### config.mk
export PLATFORM = sky130hd
export DESIGN_NAME = sgi_accept_filter
export DESIGN_NICKNAME = d
export VERILOG_FILES = /design/src/rtl/sgi_filt_pkg.sv /design/src/rtl/sgi_group_resolve.sv /design/src/rtl/sgi_rule_check.sv /design/src/rtl/sgi_accept_filter.sv
export SDC_FILE = /design/constraint.sdc
export NUM_CORES = 1
export LEC_CHECK = 0
export BUFFER_PORTS_ARGS = -buffer_cell sky130_fd_sc_hd__buf_2
export CELL_PAD_IN_SITES_DETAIL_PLACEMENT = 1
export CELL_PAD_IN_SITES_GLOBAL_PLACEMENT = 1
export CORE_MARGIN = 2
export CORE_UTILIZATION = 31
export DETAILED_ROUTE_END_ITERATION = 16
export GPL_ROUTABILITY_DRIVEN = 0
export PLACE_DENSITY = 0.92
export SLEW_MARGIN = 20
export SYNTH_ARGS = -nofsm -noshare
export SYNTH_HDL_FRONTEND = slang
export SYNTH_SLANG_ARGS = --single-unit
### constraint.sdc
create_clock -name clk -period 5 [get_ports clk]
set_clock_uncertainty 0.1 [all_clocks]
set_input_delay 0.75 -clock clk [delete_from_list [all_inputs] [get_ports clk]]
set_output_delay 0.75 -clock clk [all_outputs]
set_load 0.005 [all_outputs]
### src/rtl/sgi_filt_pkg.sv
// Shared types for the software-generated interrupt acceptance filter.
// Assumes group codes fit in two bits; code 3 is reserved.
package sgi_filt_pkg;
    typedef enum logic [1:0] {
        GRP_S0  = 2'd0,
        GRP_S1  = 2'd1,
        GRP_NS1 = 2'd2,
        GRP_RSV = 2'd3
    } grp_e;

    localparam int unsigned ACL_W = 2;
endpackage

### src/rtl/sgi_group_resolve.sv
// Resolves the effective group of every interrupt from its group bit,
// its modifier bit and the security-disable input.
// Assumes the configuration inputs are static while requests are served.
module sgi_group_resolve
    import sgi_filt_pkg::*;
#(
    parameter int unsigned NUM_IRQ = 16
) (
    input  logic                   sec_dis,
    input  logic [NUM_IRQ-1:0]     grp_bit,
    input  logic [NUM_IRQ-1:0]     mod_bit,
    output logic [2*NUM_IRQ-1:0]   eff_grp
);
    for (genvar i = 0; i < NUM_IRQ; i++) begin : g_res
        grp_e one_grp;
        // Map the bit pair of interrupt i to its group.
        always_comb begin
            if (grp_bit[i])
                one_grp = GRP_NS1;
            else if (mod_bit[i] && !sec_dis)
                one_grp = GRP_S1;
            else
                one_grp = GRP_S0;
        end
        assign eff_grp[2*i +: 2] = one_grp;
    end
endmodule

### src/rtl/sgi_rule_check.sv
// Applies the group remap, the group match and the non-secure permission
// rules to one request against one resolved target group.
// Assumes the target has already been range-checked by the caller.
module sgi_rule_check
    import sgi_filt_pkg::*;
(
    input  grp_e              req_grp,
    input  grp_e              tgt_grp,
    input  logic              req_ns,
    input  logic              sec_dis,
    input  logic [ACL_W-1:0]  acl,
    output logic              accept
);
    grp_e eff_req;

    // Treat a secure group 1 request on a group 0 target as group 0.
    always_comb begin
        if (tgt_grp == GRP_S0 && req_grp == GRP_S1)
            eff_req = GRP_S0;
        else
            eff_req = req_grp;
    end

    // Decide acceptance from the group match and permission level.
    always_comb begin
        accept = 1'b1;
        if (eff_req == GRP_RSV)
            accept = 1'b0;
        else if (eff_req == GRP_S0 && tgt_grp != GRP_S0)
            accept = 1'b0;
        else if (req_ns && !sec_dis) begin
            if (tgt_grp == GRP_S0 && acl < 2'd1)
                accept = 1'b0;
            else if (tgt_grp == GRP_S1 && acl < 2'd2)
                accept = 1'b0;
        end
    end

    // Guard the permission and group rules on the raw inputs.
    always_comb begin

        if (req_ns === 1'b1 && sec_dis === 1'b0 && tgt_grp == GRP_S0 && acl == 2'd0)
            ns_g0_acl_chk: assert (!accept);

        if (req_ns === 1'b1 && sec_dis === 1'b0 && tgt_grp == GRP_S1 && acl != 2'd3 && acl != 2'd2)
            ns_g1s_acl_chk: assert (!accept);

        if (req_grp == GRP_S0 && tgt_grp != GRP_S0)
            g0_mismatch_chk: assert (!accept);

        if (req_grp == GRP_RSV)
            rsv_code_chk: assert (!accept);
    end
endmodule

### src/rtl/sgi_accept_filter.sv
// Top of the acceptance filter: looks up the target's configuration,
// runs the rule check and registers the decision and set-pending pulse.
// Assumes one request per cycle and configuration stable around it.
module sgi_accept_filter
    import sgi_filt_pkg::*;
#(
    parameter int unsigned NUM_IRQ = 16,
    parameter int unsigned ID_W    = 5,
    localparam int unsigned IDX_W  = $clog2(NUM_IRQ)
) (
    input  logic                     clk,
    input  logic                     rst_n,
    input  logic                     req_vld,
    input  logic [ID_W-1:0]          req_id,
    input  logic [1:0]               req_grp,
    input  logic                     req_ns,
    input  logic                     sec_dis,
    input  logic [NUM_IRQ-1:0]       cfg_grp_bit,
    input  logic [NUM_IRQ-1:0]       cfg_mod_bit,
    input  logic [2*NUM_IRQ-1:0]     cfg_acl,
    output logic                     dec_vld,
    output logic                     dec_accept,
    output logic                     dec_range_err,
    output logic                     set_pend_vld,
    output logic [IDX_W-1:0]         set_pend_id,
    output logic [NUM_IRQ-1:0]       set_pend_mask
);
    logic [2*NUM_IRQ-1:0] eff_grp;
    logic                 in_range;
    logic [IDX_W-1:0]     idx;
    grp_e                 tgt_grp;
    logic [ACL_W-1:0]     tgt_acl;
    logic                 rule_ok;
    logic                 acc_c;
    logic [NUM_IRQ-1:0]   mask_c;

    sgi_group_resolve #(.NUM_IRQ(NUM_IRQ)) res_i (
        .sec_dis (sec_dis),
        .grp_bit (cfg_grp_bit),
        .mod_bit (cfg_mod_bit),
        .eff_grp (eff_grp)
    );

    // Range-check the target and select its configuration.
    always_comb begin
        in_range = (req_id < ID_W'(NUM_IRQ));
        idx      = req_id[IDX_W-1:0];
        tgt_grp  = grp_e'(eff_grp[{idx, 1'b0} +: 2]);
        tgt_acl  = cfg_acl[{idx, 1'b0} +: 2];
    end

    sgi_rule_check rule_i (
        .req_grp (grp_e'(req_grp)),
        .tgt_grp (tgt_grp),
        .req_ns  (req_ns),
        .sec_dis (sec_dis),
        .acl     (tgt_acl),
        .accept  (rule_ok)
    );

    assign acc_c = req_vld && in_range && rule_ok;

    for (genvar i = 0; i < NUM_IRQ; i++) begin : g_mask
        assign mask_c[i] = acc_c && (idx == IDX_W'(i));
    end

    // Register the decision and the set-pending pulse.
    always_ff @(posedge clk) begin
        if (!rst_n) begin
            dec_vld       <= 1'b0;
            dec_accept    <= 1'b0;
            dec_range_err <= 1'b0;
            set_pend_vld  <= 1'b0;
            set_pend_id   <= '0;
            set_pend_mask <= '0;
        end else begin
            dec_vld       <= req_vld;
            dec_accept    <= acc_c;
            dec_range_err <= req_vld && !in_range;
            set_pend_vld  <= acc_c;
            set_pend_id   <= acc_c ? idx : '0;
            set_pend_mask <= mask_c;
        end
    end


    reset_quiet_chk: assert property (@(posedge clk)
        !rst_n |=> (!dec_vld && !set_pend_vld && set_pend_mask == '0));

    dec_follows_req_chk: assert property (@(posedge clk) disable iff (!rst_n)
        req_vld |=> dec_vld);

    no_idle_dec_chk: assert property (@(posedge clk) disable iff (!rst_n)
        !req_vld |=> !dec_vld);

    range_flag_chk: assert property (@(posedge clk) disable iff (!rst_n)
        (req_vld && req_id >= ID_W'(NUM_IRQ)) |=> (dec_range_err && !set_pend_vld));

    mask_onehot_chk: assert property (@(posedge clk) disable iff (!rst_n)
        set_pend_vld |-> (set_pend_mask == (NUM_IRQ'(1) << set_pend_id)));

    mask_quiet_chk: assert property (@(posedge clk) disable iff (!rst_n)
        !set_pend_vld |-> (set_pend_mask == '0));
endmodule

==> results.md <==
- Status: completed
- Count of final setup violators: 0
- Syn nets: 228
- Initial Util: approximately a third
- Max-cap check violation count: 0
- Post-CTS sizing: 0
- Post-synth cell types: 43
- CTS tree: built
- Synthesized area: 1440 µm²
- Routed Antenna Nets: 0
- Synth Flop Type: dfxtp_1
- Seq/Total Area, Yosys: between 30% and 40%
- Top post-synthesis cells by count: 23 x dfxtp_1, 21 x nand2_1, 18 x a21oi_1, 8 x mux2i_1, 8 x mux4_2
- Final Critical Period: between 3000 and 4000 ps
- IO Pins: 100
- Rel. slew slack: 38.2%
- Die footprint: between 5000 and 6000 µm²
- Syn. warnings: 0
- Power density of the placed cells: slightly above 200 nW/µm²
- Tightest Pin Transition: 927 ps
- Row count: 24
- Synth async-reset ratio: 0%
- Hold slack: 644 ps
- Die Span X: 72.1 µm
- TritonCTS buffer count: 3
- Syn avg cell area: about 9.5 µm²
- WL/cell: 15.6 µm
- Vias post-DR: 1569
- Cell Chain, Critical Path: buf_2, mux4_2, a32oi_1, nand3_1, o221ai_2, a21boi_0
- Synth area leaders: dfxtp_1 32%, mux4_2 13%, a21oi_1 6.3%
- Core ar.: 4410 µm²
- Vias in the first global route: 1700
- Crit path DAT: 3250 ps
- Static leakage: 0.000922 µW
- Largest net degree at the start of global routing: 42
- RSZ-0062 raised after global routing: false
- Setup_tns: 0 ps
- Critical Path Slowest Stage Cell: o221ai_2
- Clock Sinks: 23
- Clock Tree Buf Depth: 2
- Gr usage total: 18.2%
- Initial DRC count: 34
- Final antenna diode count: 0
- Post-DP HPWL: 3700 µm
- HP Class: in2reg
- DRT Pass-1 Iters: 4
- Nets: 319
- Synth area leader: dfxtp_1
- Setup CP Type: in2reg
- Hold Path Stages: 2
- Hold_buf cts: 0
- Buf+Inv Stages, Crit Path: 1
- Synth Instances: 152
- Post-Route WL: approximately 4600 µm
- Hold Path End: dec_range_err$_SDFF_PN0_
- CP Capture Type: flop
- Max-slew violations: 0
- Port Buffers: 99
- Most common cell in the synthesized netlist: dfxtp_1
- Critical Path Max Stage Delay: 750 ps
- Period Utilization, post-route: 64.9%
- Die height: 72.1 µm
- Crit path max fanout: 41
- Layout Utilization: ~44%
- Peak VDD IR: approximately 0.076 mV
- Worst path top cell family by delay: compound AO/OA/AOI/OAI gates
- Initial antenna violation count: 0
- CP required: between 5000 and 6000 ps
- P&R area growth vs syn: 35.9%
- Final hold vios: 0
- CP startpoint: req_id[1]
- EDFF count, synth: 0
- Layout cell share with drive strength beyond 1: 48.8%
- Hold_sp: req_vld
- Clk Tree Root Cell: clkbuf_8
- Congestion Overflow GR: 0
- Synth Register Bits: 23
- Startpoint Class: input port
- Clock transition at the registers of the reported paths: approximately 70 ps
- Top cell type's share of synthesized area: 32.0%
- Post-route DRC: 0
- First-pass GRT wire length: about 7500 µm
- Fmax: ~310 MHz
- DR vias/cell: 5.34
- Number of setup buffers added after CTS: 0
- CTS H-tree lvls: 1
-- through the flow --
stage / power [µW] / worst slack [ps] / cells / instance area, µm²
after floorplan: 252 / 2550 / 152 / 1440
after global placement: 292 / 1550 / 290 / 1910
after detailed placement: 295 / 1470 / 290 / 1910
after CTS: 405 / 1750 / 294 / 1960
after global routing: 424 / 1570 / 294 / 1960
final: 402 / 1750 / 294 / 1960
-- registers in the layout (all words and copies together), names as in the netlist --
register,count
dec_range_err,1
set_pend_id,4
dec_vld,1
set_pend_mask,16
set_pend_vld,1
-- power by group --
| part | switching [µW] | internal [µW] |
|---|---|---|
| Combinational | 49.8 | 53.3 |
| Clock | 55.0 | 56.8 |
| Sequential | 0.809 | 186 |
| Total | 106 | 296 |
-- routing by layer --
layer | track usage [%] | vias to the layer above | wire [µm]
met5 | 0 | - | 0
met4 | 5.87 | 0 | 108
li1 | - | 747 | -
met2 | 32.4 | 62 | 2340
met1 | 22.2 | 748 | 1870
met3 | 3.19 | 12 | 272
-- layout by cell type (no fill, tap or decap), types with 2 or more instances in the layout --
cell / instances
dfxtp_1: 23
nand2b_1: 4
nor2b_1: 3
inv_1: 5
o32ai_1: 2
o221ai_1: 4
a21boi_1: 2
nor2_1: 3
and3_1: 2
a21oi_1: 18
nand2_1: 21
o2111ai_1: 2
mux4_2: 8
buf_2: 99
clkbuf_8: 3
mux2i_1: 8
o22ai_1: 2
a22oi_1: 3
nand3_1: 6
-- kinds of logic (layout without fill, tap and decap cells) --
kind of cell,Yosys count,count (layout),synth area share (%)
simple gates,46,46,15.8
compound gates,45,45,23.7
flops,23,23,32.0
buf+inv,19,109,8.00
mux,18,18,19.9
xor+xnor,1,1,0.609
-- worst max path at each step --
stage | to | slack (ps) | cells past startpoint
2_1_floorplan | set_pend_id[0]$_SDFF_PN0_ | 2550 | 8
3_3_place_gp | set_pend_id[1]$_SDFF_PN0_ | 1550 | 6
3_5_place_dp | set_pend_id[1]$_SDFF_PN0_ | 1470 | 6
4_1_cts | set_pend_id[1]$_SDFF_PN0_ | 1750 | 6
5_1_grt | set_pend_mask[10]$_SDFF_PN0_ | 1570 | 6
6_report | set_pend_id[1]$_SDFF_PN0_ | 1750 | 6
-- cell type report --
cell class / count / area [µm²]
fill: 565 / 2460
multi-input combinational: 110 / 863
timing repair buffer: 100 / 503
sequential: 23 / 460
tap: 52 / 65.1
clock buffer: 4 / 45.0
inverter: 5 / 18.8
(Power assumes the default switching activity.)
